`src/rtl/spi_rx_pkg.sv`:
```
package spi_rx_pkg;
    localparam int FRAME_W = 24;
    localparam int CODE_W  = 4;
    localparam int CHAN_W  = 4;
    localparam int DATA_W  = FRAME_W - CODE_W - CHAN_W;
    localparam int CNT_W   = $clog2(FRAME_W);

    localparam logic [CODE_W-1:0] OP_CHAIN = 4'h8;
    localparam logic [CODE_W-1:0] OP_READ  = 4'h9;

    typedef struct packed {
        logic [CODE_W-1:0] code;
        logic [CHAN_W-1:0] chan;
        logic [DATA_W-1:0] data;
    } frame_t;
endpackage

```
`src/rtl/spi_rx_sync.sv`:
```
module spi_rx_sync #(
    parameter int           W    = 3,
    parameter logic [W-1:0] IDLE = '0
) (
    input  logic         clk,
    input  logic         rst_n,
    input  logic [W-1:0] raw_i,
    output logic [W-1:0] lvl_o,
    output logic [W-1:0] rise_o,
    output logic [W-1:0] fall_o
);
    typedef struct packed {
        logic [W-1:0] s1;
        logic [W-1:0] s2;
        logic [W-1:0] s3;
    } st_t;

    st_t st_q, st_d;

    always_comb begin
        st_d    = st_q;
        st_d.s1 = raw_i;
        st_d.s2 = st_q.s1;
        st_d.s3 = st_q.s2;
    end

    always_ff @(posedge clk or negedge rst_n) begin
        if (!rst_n) st_q <= '{s1: IDLE, s2: IDLE, s3: IDLE};
        else        st_q <= st_d;
    end

    assign lvl_o = st_q.s2;

    for (genvar g = 0; g < W; g++) begin : g_edge
        assign rise_o[g] =  st_q.s2[g] & ~st_q.s3[g];
        assign fall_o[g] = ~st_q.s2[g] &  st_q.s3[g];
    end
endmodule

```
`src/rtl/spi_rx_deser.sv`:
```
module spi_rx_deser
    import spi_rx_pkg::*;
(
    input  logic               clk,
    input  logic               rst_n,
    input  logic               csn_low_i,
    input  logic               csn_fall_i,
    input  logic               csn_rise_i,
    input  logic               sclk_fall_i,
    input  logic               mosi_i,
    output logic               in_msb_o,
    output logic               vld_o,
    output frame_t             word_o
);
    localparam logic [CNT_W-1:0] LAST = CNT_W'(FRAME_W - 1);

    typedef struct packed {
        logic [FRAME_W-1:0] sreg;
        logic [CNT_W-1:0]   cnt;
        logic               any;
        logic               vld;
        frame_t             word;
    } st_t;

    st_t st_q, st_d;

    always_comb begin
        st_d     = st_q;
        st_d.vld = 1'b0;
        if (csn_fall_i) begin
            st_d.cnt = '0;
            st_d.any = 1'b0;
        end
        if (sclk_fall_i && csn_low_i) begin
            st_d.sreg = {st_q.sreg[FRAME_W-2:0], mosi_i};
            st_d.cnt  = (st_q.cnt == LAST) ? '0 : st_q.cnt + CNT_W'(1);
            st_d.any  = 1'b1;
        end
        if (csn_rise_i) begin
            if (st_q.any && st_q.cnt == '0) begin
                st_d.vld  = 1'b1;
                st_d.word = frame_t'(st_q.sreg);
            end
            st_d.cnt = '0;
            st_d.any = 1'b0;
        end
    end

    always_ff @(posedge clk or negedge rst_n) begin
        if (!rst_n) st_q <= '0;
        else        st_q <= st_d;
    end

    assign in_msb_o = st_q.sreg[FRAME_W-1];
    assign vld_o    = st_q.vld;
    assign word_o   = st_q.word;

    p_cnt_range_r3: assert property (@(posedge clk) disable iff (!rst_n)
        st_q.cnt <= LAST);

    p_idle_hold_r9: assert property (@(posedge clk) disable iff (!rst_n)
        !csn_low_i |=> $stable(st_q.sreg));

    p_valid_single_r2: assert property (@(posedge clk) disable iff (!rst_n)
        st_q.vld |=> !st_q.vld);
endmodule

```
`src/rtl/spi_rx_tx.sv`:
```
module spi_rx_tx
    import spi_rx_pkg::*;
(
    input  logic               clk,
    input  logic               rst_n,
    input  logic               csn_low_i,
    input  logic               csn_rise_i,
    input  logic               sclk_rise_i,
    input  logic               in_msb_i,
    input  logic               cmd_valid_i,
    input  frame_t             cmd_i,
    input  logic [FRAME_W-1:0] rd_data_i,
    output logic               miso_o
);
    typedef struct packed {
        logic [FRAME_W-1:0] sreg;
        logic               miso;
        logic               rb;
        logic               chain;
    } st_t;

    st_t st_q, st_d;

    always_comb begin
        st_d = st_q;
        if (cmd_valid_i && cmd_i.code == OP_CHAIN) begin
            st_d.chain = cmd_i.data[0];
            st_d.miso  = cmd_i.data[0] & in_msb_i;
        end
        if (cmd_valid_i && cmd_i.code == OP_READ) begin
            st_d.rb   = 1'b1;
            st_d.sreg = rd_data_i;
            st_d.miso = rd_data_i[FRAME_W-1];
        end
        if (csn_rise_i) begin
            st_d.rb   = 1'b0;
            st_d.miso = st_q.chain & in_msb_i;
        end
        if (sclk_rise_i && csn_low_i) begin
            if (st_q.rb) begin
                st_d.miso = st_q.sreg[FRAME_W-2];
                st_d.sreg = {st_q.sreg[FRAME_W-2:0], 1'b0};
            end else begin
                st_d.miso = st_q.chain & in_msb_i;
            end
        end
    end

    always_ff @(posedge clk or negedge rst_n) begin
        if (!rst_n) st_q <= '0;
        else        st_q <= st_d;
    end

    assign miso_o = st_q.miso;

    p_quiet_out_r5: assert property (@(posedge clk) disable iff (!rst_n)
        (!st_q.chain && !st_q.rb) |-> !st_q.miso);

    p_rb_entry_r7: assert property (@(posedge clk) disable iff (!rst_n)
        $rose(st_q.rb) |-> $past(cmd_valid_i && cmd_i.code == OP_READ));

    p_out_hold_r6: assert property (@(posedge clk) disable iff (!rst_n)
        (!sclk_rise_i && !csn_rise_i && !cmd_valid_i) |=> $stable(st_q.miso));
endmodule

```
`src/rtl/spi_frame_rx.sv`:
```
module spi_frame_rx
    import spi_rx_pkg::*;
(
    input  logic               clk,
    input  logic               rst_n,
    input  logic               sclk_i,
    input  logic               csn_i,
    input  logic               mosi_i,
    output logic               miso_o,
    input  logic [FRAME_W-1:0] rd_data_i,
    output logic               cmd_valid_o,
    output logic [CODE_W-1:0]  cmd_code_o,
    output logic [CHAN_W-1:0]  cmd_chan_o,
    output logic [DATA_W-1:0]  cmd_data_o
);
    localparam int IX_SCLK = 0;
    localparam int IX_CSN  = 1;
    localparam int IX_MOSI = 2;

    logic [2:0] lvl, rise, fall;
    logic       in_msb;
    logic       vld;
    frame_t     word;

    spi_rx_sync #(.W(3), .IDLE(3'b011)) u_sync (
        .clk    (clk),
        .rst_n  (rst_n),
        .raw_i  ({mosi_i, csn_i, sclk_i}),
        .lvl_o  (lvl),
        .rise_o (rise),
        .fall_o (fall)
    );

    spi_rx_deser u_deser (
        .clk         (clk),
        .rst_n       (rst_n),
        .csn_low_i   (~lvl[IX_CSN]),
        .csn_fall_i  (fall[IX_CSN]),
        .csn_rise_i  (rise[IX_CSN]),
        .sclk_fall_i (fall[IX_SCLK]),
        .mosi_i      (lvl[IX_MOSI]),
        .in_msb_o    (in_msb),
        .vld_o       (vld),
        .word_o      (word)
    );

    spi_rx_tx u_tx (
        .clk         (clk),
        .rst_n       (rst_n),
        .csn_low_i   (~lvl[IX_CSN]),
        .csn_rise_i  (rise[IX_CSN]),
        .sclk_rise_i (rise[IX_SCLK]),
        .in_msb_i    (in_msb),
        .cmd_valid_i (vld),
        .cmd_i       (word),
        .rd_data_i   (rd_data_i),
        .miso_o      (miso_o)
    );

    assign cmd_valid_o = vld;
    assign cmd_code_o  = word.code;
    assign cmd_chan_o  = word.chan;
    assign cmd_data_o  = word.data;

    p_valid_csn_high_r2: assert property (@(posedge clk) disable iff (!rst_n)
        cmd_valid_o |-> lvl[IX_CSN]);
endmodule

```
`config.mk`:
```
export PLATFORM = sky130hd
export DESIGN_NAME = spi_frame_rx
export DESIGN_NICKNAME = d
export VERILOG_FILES = /design/src/rtl/spi_rx_pkg.sv /design/src/rtl/spi_rx_sync.sv /design/src/rtl/spi_rx_deser.sv /design/src/rtl/spi_rx_tx.sv /design/src/rtl/spi_frame_rx.sv
export SDC_FILE = /design/constraint.sdc
export NUM_CORES = 1
export LEC_CHECK = 0
export BUFFER_PORTS_ARGS = -buffer_cell sky130_fd_sc_hd__buf_2
export CAP_MARGIN = 20
export CORE_MARGIN = 2
export CORE_UTILIZATION = 45
export CTS_BUF_LIST = sky130_fd_sc_hd__clkbuf_2
export DETAILED_ROUTE_END_ITERATION = 16
export PLACE_DENSITY = 0.72
export SLEW_MARGIN = 20
export SYNTH_ARGS = -nofsm -noshare
export SYNTH_HDL_FRONTEND = slang
export SYNTH_SLANG_ARGS = --single-unit
```
`constraint.sdc`:
```
create_clock -name clk -period 2.9 [get_ports clk]
set_clock_uncertainty 0.2 [all_clocks]
set_input_delay 0.87 -clock clk [delete_from_list [all_inputs] [get_ports clk]]
set_output_delay 0.87 -clock clk [all_outputs]
set_load 0.01 [all_outputs]
```
* Word-level counts from Yosys, hierarchy flattened
Index checks and enable logic that the tools add are counted.
Storage, ports and cells: logic and storage cells 49, register bits after elaboration 90
Operators by class: mux-type cells 11, add/subtract/negate cells 1, bitwise logic cells 10, equal/unequal tests 3, reduce and logical (&&, ||, !) cells 10
Operators by type and width (count):
- 25-bit 2-to-1 mux | 2
- 31-bit 2-to-1 mux | 1
- 26-bit 2-to-1 mux | 1
- 24-bit 2-to-1 mux | 1
- 6-bit 2-to-1 mux | 2
- 4-bit == test, second input constant | 2
- 1-bit AND | 6
- 5-bit by 1-bit adder with 5-bit output, second input constant | 1
- 5-bit == test, second input constant | 1
- 1-bit logical AND | 5
- 5-bit zero test | 1
- 5-bit 2-to-1 mux | 1
- 1-bit NOT | 4
- 4-bit nonzero test | 1
- 3-bit nonzero test | 1
- 1-bit 2-to-1 mux | 2
- 2-bit 2-to-1 mux | 1
- 2-bit AND reduction | 1
- 2-bit nonzero test | 1

* Logic depth before layout (Yosys ltp)
Gate-level depths: netlist of the first run.
depth after elaboration 6, mapped depth 5, gate-level depth less buffers 4

* Cells and area by module
A second synthesis of the first run with hierarchy kept.
Second synthesis, totals: cell total of the unflattened synthesis 333, area total of the unflattened synthesis 4091.4 sq um
By module, submodules not included:
- spi_rx_deser | area each 2443.6 sq um, cells each 165, times used 1
- spi_rx_tx | area each 1351.3 sq um, cells each 149, times used 1
- spi_rx_sync | area each 292.8 sq um, cells each 18, times used 1
- spi_frame_rx | area each 3.8 sq um, cells each 1, times used 1

* Least setup slack after synthesis of the first run
OpenSTA, ideal clock, no wires.
kind register -> register, start point register u_sync.st_q[0] (netlist bit), end point register u_deser.st_q[32] (netlist bit), cell stages (with the launch flop) 4, buffers on the path 1, period minus slack after synthesis 1734 ps, data arrival time 1410 ps, setup slack 1166 ps, path through dfstp_2 nor3b_2 buf_2 mux2_2
On the way: cells in the longest elaborated chain, start to end 2
Ends and longest elaborated chain:
- from (decl) | line spi_rx_sync.sv:18 | st_t st_q, st_d;
- from (signal assigned) | line spi_rx_sync.sv:28 | if (!rst_n) st_q <= '{s1: IDLE, s2: IDLE, s3: IDLE};
- from (signal assigned) | line spi_rx_sync.sv:29 | else st_q <= st_d;
- 1-bit AND | line spi_rx_sync.sv:36 | assign fall_o[g] = ~st_q.s2[g] & st_q.s3[g];
- 1-bit logical AND | line spi_rx_deser.sv:34 | if (sclk_fall_i && csn_low_i) begin
- to (signal assigned) | line spi_rx_deser.sv:51 | else st_q <= st_d;
- to (decl) | line spi_rx_deser.sv:25 | st_t st_q, st_d;
No other way between the ends. A chain may end at the register's enable or synchronous reset.

* Worst setup path in the final report of the first run
start point register u_deser.st_q (netlist bit u_deser.word_o[20]), end point output cmd_code_o[0]
RTL lines:
- to (decl) | line spi_frame_rx.sv:12 | output logic [CODE_W-1:0] cmd_code_o,
No word-level cell between the ends.

==> results of run 1 <==
[power by group through the flow]
stage	Sequential (mW)	Clock, mW	Combinational (mW)
final	1.42	0.615	0.249
after global routing	1.44	0.681	0.274
after CTS	1.42	0.633	0.256
after detailed placement	1.45	0	0.255
after global placement	1.44	0	0.249
after floorplan	1.42	0	0.211
[final timing paths]
| kind | start | to | cells after the start |
|---|---|---|---|
| worst max-delay path | u_deser.word_o[20] | cmd_code_o[0] | 1 |
| worst min-delay path | rst_n | u_deser.word_o[15] | 1 |
| worst max register to register | u_sync.lvl_o[1] | u_deser.word_o[23] | 3 |
| worst min register to register | u_sync.st_d[3] | u_sync.lvl_o[0] | 0 |
| max in group asynchronous | rst_n | u_tx.st_q[12] | 2 |
| min in group clk | u_sync.st_d[3] | u_sync.lvl_o[0] | 0 |
[per-stage QoR]
step | hold slack (ns) | total power, mW | utilization | cells
after detailed placement | 0.146 | 1.70 | 0.484 | 422
final | 0.127 | 2.29 | 0.498 | 439
after global routing | 0.133 | 2.40 | 0.498 | 439
after CTS | 0.118 | 2.31 | 0.497 | 438
after floorplan | 0.131 | 1.63 | - | 297
after global placement | 0.134 | 1.69 | 0.484 | 422
[layout make-up]
| cell class | count | share of cell area |
|---|---|---|
| Inverter | 6 | 0.00527 |
| Clock buffer | 9 | 0.0105 |
| Timing Repair Buffer | 61 | 0.0790 |
| Tap cell | 108 | 0.0316 |
| Clock inverter | 7 | 0.0161 |
| Sequential cell | 89 | 0.523 |
| Antenna cell | 1 | 0.000585 |
| Multi-Input combinational cell | 158 | 0.334 |
[cells in the final DEF (no fill, tap or decap), types with 6 or more instances in the layout]
master / n
a2bb2oi_1: 22
a31oi_1: 22
buf_2: 53
buf_4: 7
clkbuf_2: 9
dfrtp_1: 83
dfstp_2: 6
inv_1: 6
mux2_2: 29
mux2_4: 19
o21ai_0: 26
[kinds of logic after synthesis]
| logic type | Yosys count | synth area share |
|---|---|---|
| muxes | 52 | 0.166 |
| DFF | 89 | 0.569 |
| buffers and inverters | 50 | 0.0770 |
| and+or+nand+nor | 23 | 0.0433 |
| AOI/OAI and AO/OA | 79 | 0.134 |
| xor gates and xnor gates | 2 | 0.00446 |
| adders and majority gates | 2 | 0.00637 |
[per-layer routing]
| metal | vias to the layer above | share of wire | GRT usage |
|---|---|---|---|
| li1 | 1117 | - | - |
| met1 | 1231 | 0.48 | 0.223 |
| met2 | 48 | 0.47 | 0.236 |
| met3 | 10 | 0.036 | 0.0331 |
| met4 | 0 | 0.017 | 0.0662 |
| met5 | - | 0 | 0 |
[state kept, by name, indices dropped and copies added, names as in the netlist]
signal and cells:
u_deser.st_q 29, u_tx.st_q 25, u_deser.word_o 24, u_sync.lvl_o 3, u_sync.st_d 3, u_sync.st_q 2, u_deser.in_msb_o 1, u_deser.vld_o 1
u_tx.miso_o 1
==> results.sh, run 1 <==
export IMPL_crit_type="register to output pin"
export IMPL_synth_nets=328
export IMPL_max_freq_ghz=0.411
export IMPL_period_share=0.840
export IMPL_netlist_area_um2=3930
export IMPL_place_hpwl_um=4580
export IMPL_p_leak_nw=2.16
export IMPL_drive_above_1_share=0.409
export IMPL_ys_flop_type="dfrtp_1"
export IMPL_cp_top_family="flip-flops"
export IMPL_clock_path_buffers=2
export IMPL_core_area_um2=8590
export IMPL_ys_top_cells_by_area="dfrtp_1, mux2_2, mux2_4"
export IMPL_regArea_um2=2230
export IMPL_pwr_density_cell_nw_per_um2=534
export IMPL_synthArstFlopShare=1.00
export IMPL_status="finished clean"
export IMPL_synth_area_per_cell_um2=13.2
export IMPL_cts_tree="done"
export IMPL_ys_top_cells_by_count="dfrtp_1, mux2_2, o21ai_0, buf_4"
export IMPL_place_gp_congestion=0.798
export IMPL_p_comb_frac=0.109
export IMPL_fin_nets=356
export IMPL_rsz0062_at_grt="false"
export IMPL_cts_sinks=89
export IMPL_grt_use_total=0.157
export IMPL_switchingPower_uw=597
export IMPL_timing_final_ws_setup_ns=0.465
export IMPL_synth_warnings=0
export IMPL_detailed_place_area_um2=4160
export IMPL_drcViolationCount=0
export IMPL_cts_setup_buffers=0
export IMPL_antenna_found_initial=1
export IMPL_critPathCaptureType="output pin"
export IMPL_cts_clk_slew_worst_paths_ns=0.24
export IMPL_drv_cap=0
export IMPL_wl_um=7070
export IMPL_crit_slowest_cell="dfrtp_1"
export IMPL_first_pass_iters=4
export IMPL_grt_max_degree=51
export IMPL_globalRoute_totalOverflow=0
export IMPL_worst_pin_slew_ns=0.786
export IMPL_path_max_fanout=13
export IMPL_synth_most_common_cell="dfrtp_1"
export IMPL_clock_power_share=0.269
export IMPL_crit_required_ns=1.83
export IMPL_postCtsHoldBufs=0
export IMPL_portBuffers=54
export IMPL_synth_largest_area_cell="dfrtp_1"
export IMPL_post_route_cell_area_um2=4280
export IMPL_drv_slew=0
export IMPL_crit_chain="buf_2"
export IMPL_grt_pass1_wl_um=12000
export IMPL_critPathArrivalTime_ns=1.36
export IMPL_cts_resized=0
export IMPL_viasPerCell=5.48
export IMPL_hold_class="input pin to asynchronous set/reset pin"
export IMPL_place_ws_ns=0.708
export IMPL_die_area_um2=9500
export IMPL_synthCells=297
export IMPL_internal_power_mw=1.69
export IMPL_drtIter0Drc=109
export IMPL_grt_pass1_vias=2441
export IMPL_areaGrowthSynthToFinish_pct=8.79
export IMPL_setup_viol=0
export IMPL_synth_top_cell_area_share=0.528
export IMPL_yosysSeqAreaShare=0.569
export IMPL_r2r_slack_ns=0.73
export IMPL_cp_slowest_stage_delay_ns=0.65
export IMPL_synth_seq_cells=89
export IMPL_setup_tns_ns=0
export IMPL_rows=34
export IMPL_cts_buffers=9
export IMPL_clk_latency_ns=0.51
export IMPL_multi_input_area_um2=1430
export IMPL_hold_viol_final=0
export IMPL_clockRootBuffer="clkbuf_2"
export IMPL_period_needed_ns=2.43
export IMPL_startpoint_type="register"
export IMPL_dieWidth_um=97.5
export IMPL_synth_distinct_cells=39
export IMPL_sw_frac_of_total=0.261
export IMPL_synth_enable_flop_cells=0
export IMPL_htree_levels=3
export IMPL_vias=2406
export IMPL_num_fill_cells=761
export IMPL_pwr_share_seq=0.622
export IMPL_ant_nets=0
export IMPL_start_util=0.457
export IMPL_crit_buf_inv=1
export IMPL_wire_per_inst_um=16.1
export IMPL_peakVddDrop_uv=256
export IMPL_io_pin_count=55
export IMPL_relSlewSlack=0.475
export IMPL_die_h_um=97.5
Note: power is estimated with default switching activity, not from simulation.
==> inputs of run 2 (changes only) <==
==> constraint.sdc (replaced) <==
create_clock -name clk -period 2.3 [get_ports clk]
set_clock_uncertainty 0.2 [all_clocks]
set_input_delay 0.69 -clock clk [delete_from_list [all_inputs] [get_ports clk]]
set_output_delay 0.69 -clock clk [all_outputs]
set_load 0.01 [all_outputs]
==> run 2 against run 1 <==
Against the previous run: combinational power up 29%; core utilization up 0.19 points; count of clock-buffer cells in the layout unchanged; hold slack worse by 0.051 ns; clock power up 4.7%; critical path depth up 2; final cell count up 0.46%; worst setup slack worse by 0.34 ns.
==> results.sh, run 2 (synthesis gave the netlist of run 1 again) <==
export IMPL_status="finished clean"
export IMPL_wl_met3_um=448
export IMPL_drv_slew=0
export IMPL_place_inst=425
export IMPL_p_comb_frac=0.116
export IMPL_clk_latency_ns=0.50
export IMPL_fin_cells=441
export IMPL_diodes=0
export IMPL_core_area_um2=8590
export IMPL_place_hpwl_um=4540
export IMPL_dieWidth_um=97.5
export IMPL_rsz0062_at_grt="false"
export IMPL_detailed_place_area_um2=4190
export IMPL_clock_power_share=0.233
export IMPL_max_freq_ghz=0.460
export IMPL_hold_class="input pin to register"
export IMPL_wire_per_inst_um=15.1
export IMPL_vias=2400
export IMPL_crit_chain="and2b_2 -> nand4_4 -> mux2_4"
export IMPL_hold_viol_final=0
export IMPL_grt_pass1_wl_um=11600
export IMPL_cts_tree="done"
export IMPL_drive_above_1_share=0.414
export IMPL_pwr_density_cell_nw_per_um2=643
export IMPL_final_util=0.499
export IMPL_final_common_cell="dfrtp_1"
export IMPL_place_ws_ns=0.113
export IMPL_clockRootBuffer="clkbuf_2"
export IMPL_grt_use_total=0.151
export IMPL_crit_buf_inv=0
export IMPL_crit_type="register to register"
export IMPL_top_layer_used="met4"
export IMPL_cp_top_family="simple AND/OR/NAND/NOR gates"
export IMPL_cts_clk_slew_worst_paths_ns=0.21
export IMPL_internal_power_mw=2.02
export IMPL_period_needed_ns=2.18
export IMPL_p_leak_nw=2.16
export IMPL_switchingPower_uw=737
export IMPL_whs_ns=0.0751
export IMPL_die_area_um2=9500
export IMPL_crit_required_ns=2.51
export IMPL_drtIter0Drc=135
export IMPL_areaGrowthSynthToFinish_pct=9.20
export IMPL_die_h_um=97.5
export IMPL_met1_length_um=3080
export IMPL_first_pass_iters=5
export IMPL_grt_pass1_vias=2417
export IMPL_antenna_found_initial=0
export IMPL_top_register="u_deser.st_q"
export IMPL_io_pin_count=55
export IMPL_pwr_share_seq=0.650
export IMPL_layout_common_cells="dfrtp_1, buf_2, mux2_2, o21ai_0"
export IMPL_rows=34
export IMPL_ant_nets=0
export IMPL_timing_final_ws_setup_ns=0.125
export IMPL_startpoint_type="register"
export IMPL_r2r_slack_ns=0.12
export IMPL_drv_cap=0
export IMPL_htree_levels=3
export IMPL_drcViolationCount=0
export IMPL_fin_nets=360
export IMPL_setup_tns_ns=0
export IMPL_path_max_fanout=25
export IMPL_portBuffers=54
export IMPL_cts_buffers=9
export IMPL_wl_met2_um=3050
export IMPL_sw_frac_of_total=0.267
export IMPL_start_util=0.457
export IMPL_globalRoute_totalOverflow=0
export IMPL_post_route_cell_area_um2=4290
export IMPL_cp_slowest_stage_delay_ns=0.68
export IMPL_p_total_mw=2.76
export IMPL_cts_sinks=89
export IMPL_peakVddDrop_uv=382
export IMPL_period_share=0.946
export IMPL_wl_um=6680
export IMPL_clock_path_buffers=2
export IMPL_critPathArrivalTime_ns=2.38
export IMPL_place_gp_congestion=0.812
export IMPL_setup_viol=0
export IMPL_worst_pin_slew_ns=0.614
export IMPL_grt_max_degree=36
export IMPL_critPathCaptureType="register"
export IMPL_largest_register_ffs=29
export IMPL_viasPerCell=5.44
export IMPL_crit_slowest_cell="dfstp_2"
export IMPL_relSlewSlack=0.590
[run 2: cell types whose count changed in the layout (fill, tap and decap cells not counted), sizes merged]
cell         before  now
bufinv            1    0
clkinv            5    3
diode             1    0
buf              61   64
clkinvlp          0    1
inv               7    8
dlygate4sd3       0    1
[run 2: path summary, 6_finish.rpt]
kind / start / to / depth (start not counted)
setup / recovery: u_sync.lvl_o[1] / u_deser.word_o[18] / 3
hold / removal: sclk_i / u_sync.st_d[3] / 1
setup reg to reg: u_sync.lvl_o[1] / u_deser.word_o[18] / 3
hold reg to reg: u_sync.st_d[3] / u_sync.lvl_o[0] / 0
max in group asynchronous: rst_n / u_sync.st_q[0] / 3
min in group asynchronous: rst_n / u_deser.word_o[15] / 2
[run 2: area by class of cell]
class	instances	area, um2
fillers	758	4300
well taps	108	135
multi-input cells	158	1430
inverters	6	22.5
clock buffers	9	45.0
flip-flops and latches	89	2230
repair buffers	65	383
clock inverters	6	42.5
[run 2: what timing repair did]
action | in CTS | in global routing
resized for setup | 0 | 0
endpoints found under the hold margin | 32 | 0
hold buffers | 1 | 0
setup buffers | 0 | 0
[run 2: layer usage]
layer / track usage / up-vias
met1: 0.218 / 1179
met3: 0.0338 / 9
met2: 0.222 / 85
met4: 0.0609 / 0
met5: 0 / -
li1: - / 1127
[run 2: power groups by stage]
stage / Clock, mW / Combinational (mW) / Sequential, mW
2_1_floorplan: 0 / 0.266 / 1.79
3_3_place_gp: 0 / 0.319 / 1.82
3_5_place_dp: 0 / 0.329 / 1.83
4_1_cts: 0.676 / 0.330 / 1.80
5_1_grt: 0.744 / 0.351 / 1.82
6_report: 0.644 / 0.321 / 1.79
==> inputs of run 3 (changes only) <==
--- a/config.mk
+++ b/config.mk
@@ -7,7 +7,6 @@
 export LEC_CHECK = 0
 export BUFFER_PORTS_ARGS = -buffer_cell sky130_fd_sc_hd__buf_2
 export CAP_MARGIN = 20
-export CORE_MARGIN = 2
 export CORE_UTILIZATION = 45
 export CTS_BUF_LIST = sky130_fd_sc_hd__clkbuf_2
 export DETAILED_ROUTE_END_ITERATION = 16
==> run 3 against run 2 <==
Against the previous run: flip-flop and latch count unchanged; die area shrank 4.1%; critical endpoint is now cmd_code_o[0]; largest power group unchanged; wire length increased by 2.0%; sequential share of layout area decreased by 0.20 points; largest cell class unchanged; final area grew 0.38%.
==> results.sh, run 3 (synthesis gave the netlist of run 1 again) <==
export IMPL_status="finished clean"
export IMPL_grt_max_degree=38
export IMPL_io_pin_count=55
export IMPL_switchingPower_uw=730
export IMPL_postCtsHoldBufs=1
export IMPL_p_total_mw=2.76
export IMPL_core_area_um2=8340
export IMPL_p_comb_frac=0.118
export IMPL_holdPathEnd="u_sync.st_d[4]"
export IMPL_period_needed_ns=2.17
export IMPL_final_common_cell="dfrtp_1"
export IMPL_drv_cap=0
export IMPL_min_from="csn_i"
export IMPL_r2r_end="u_deser.word_o[8]"
export IMPL_cts_clk_slew_worst_paths_ns=0.21
export IMPL_layout_common_cells="dfrtp_1, buf_2, mux2_2, o21ai_0"
export IMPL_critPathArrivalTime_ns=1.28
export IMPL_diodes=0
export IMPL_antenna_found_initial=0
export IMPL_cts_setup_buffers=0
export IMPL_first_pass_iters=4
export IMPL_worst_pin_slew_ns=0.654
export IMPL_place_hpwl_um=4540
export IMPL_r2r_slack_ns=0.33
export IMPL_pwr_share_seq=0.651
export IMPL_clockRootBuffer="clkbuf_2"
export IMPL_die_area_um2=9110
export IMPL_drive_above_1_share=0.411
export IMPL_crit_required_ns=1.41
export IMPL_drcViolationCount=0
export IMPL_globalRoute_totalOverflow=0
export IMPL_drv_slew=0
export IMPL_hold_class="input pin to register"
export IMPL_relSlewSlack=0.563
export IMPL_die_h_um=95.5
export IMPL_place_gp_congestion=0.713
export IMPL_fin_nets=360
export IMPL_path_max_fanout=14
export IMPL_largest_register_ffs=29
export IMPL_rsz0062_at_grt="false"
export IMPL_clk_latency_ns=0.50
export IMPL_grt_pass1_wl_um=11200
export IMPL_hold_viol_final=0
export IMPL_ant_nets=0
export IMPL_rows=33
export IMPL_crit_type="register to output pin"
export IMPL_portBuffers=54
export IMPL_areaGrowthSynthToFinish_pct=9.61
export IMPL_period_share=0.942
export IMPL_p_leak_nw=2.17
export IMPL_startpoint_type="register"
export IMPL_cts_sinks=89
export IMPL_dieWidth_um=95.5
export IMPL_wire_per_inst_um=15.6
export IMPL_setup_tns_ns=0
export IMPL_drtIter0Drc=114
export IMPL_wl_um=6810
export IMPL_clock_path_buffers=2
export IMPL_worstHoldPathCells=1
export IMPL_cts_buffers=9
export IMPL_htree_levels=3
export IMPL_final_util=0.517
export IMPL_r2r_start="u_sync.lvl_o[1]"
export IMPL_max_freq_ghz=0.462
export IMPL_clock_power_share=0.231
export IMPL_cts_tree="done"
export IMPL_vias=2412
export IMPL_start_util=0.471
export IMPL_viasPerCell=5.51
export IMPL_grt_use_total=0.162
export IMPL_top_register="u_deser.st_q"
export IMPL_grt_pass1_vias=2325
export IMPL_worstRegToRegCells=4
export IMPL_sw_frac_of_total=0.265
export IMPL_internal_power_mw=2.02
export IMPL_pwr_density_cell_nw_per_um2=640
export IMPL_cts_resized=0
export IMPL_setup_viol=0
export IMPL_critPathCaptureType="output pin"
export IMPL_peakVddDrop_uv=495
## run 3: worst max-delay path by stage
stage,startpoint,to,slack [ns],depth (start not counted)
2_1_floorplan,u_sync.st_q[0],u_deser.st_q[32],0.57,3
3_3_place_gp,u_sync.lvl_o[1],u_deser.word_o[22],0.35,4
3_5_place_dp,u_sync.lvl_o[1],u_deser.word_o[8],0.31,4
4_1_cts,u_deser.word_o[20],cmd_code_o[0],0.09,2
5_1_grt,u_deser.word_o[20],cmd_code_o[0],0.05,2
6_report,u_deser.word_o[20],cmd_code_o[0],0.13,2
## run 3: power groups by stage
stage	Sequential (mW)	Combinational (mW)	Clock (mW)
finish	1.79	0.325	0.637
global route	1.81	0.356	0.717
CTS	1.80	0.333	0.663
detailed placement	1.82	0.331	0
global placement	1.82	0.321	0
floorplan	1.79	0.266	0
## run 3: critical path: stages, from the launching register on
cell	delay (ns)
dfrtp_1	0.44
buf_4	0.19
buf_2	0.15
## run 3: per-layer routing
metal,up-vias,share of wire,track usage
li1,1131,-,-
met2,55,0.46,0.251
met1,1219,0.48,0.226
met3,7,0.044,0.0351
met5,-,0,0
met4,0,0.011,0.0522
## run 3: stage by stage
stage               area [um2]  worst slack [ns]  instances  hold slack, ns
finish                    4310             0.134        438          0.0866
detailed placement        4220             0.307        422           0.145
floorplan                 3930             0.566        297           0.131
global route              4310            0.0542        438          0.0493
CTS                       4310            0.0908        438          0.0387
global placement          4220             0.353        422           0.134
## run 3: layout make-up
cell class              instances  area (um2)
repair buffers                 65         408
clock inverters                 5        32.5
multi-input cells             158        1430
well taps                     105         131
flip-flops and latches         89        2230
inverters                       6        22.5
fillers                       728        4030
clock buffers                  10        50.0
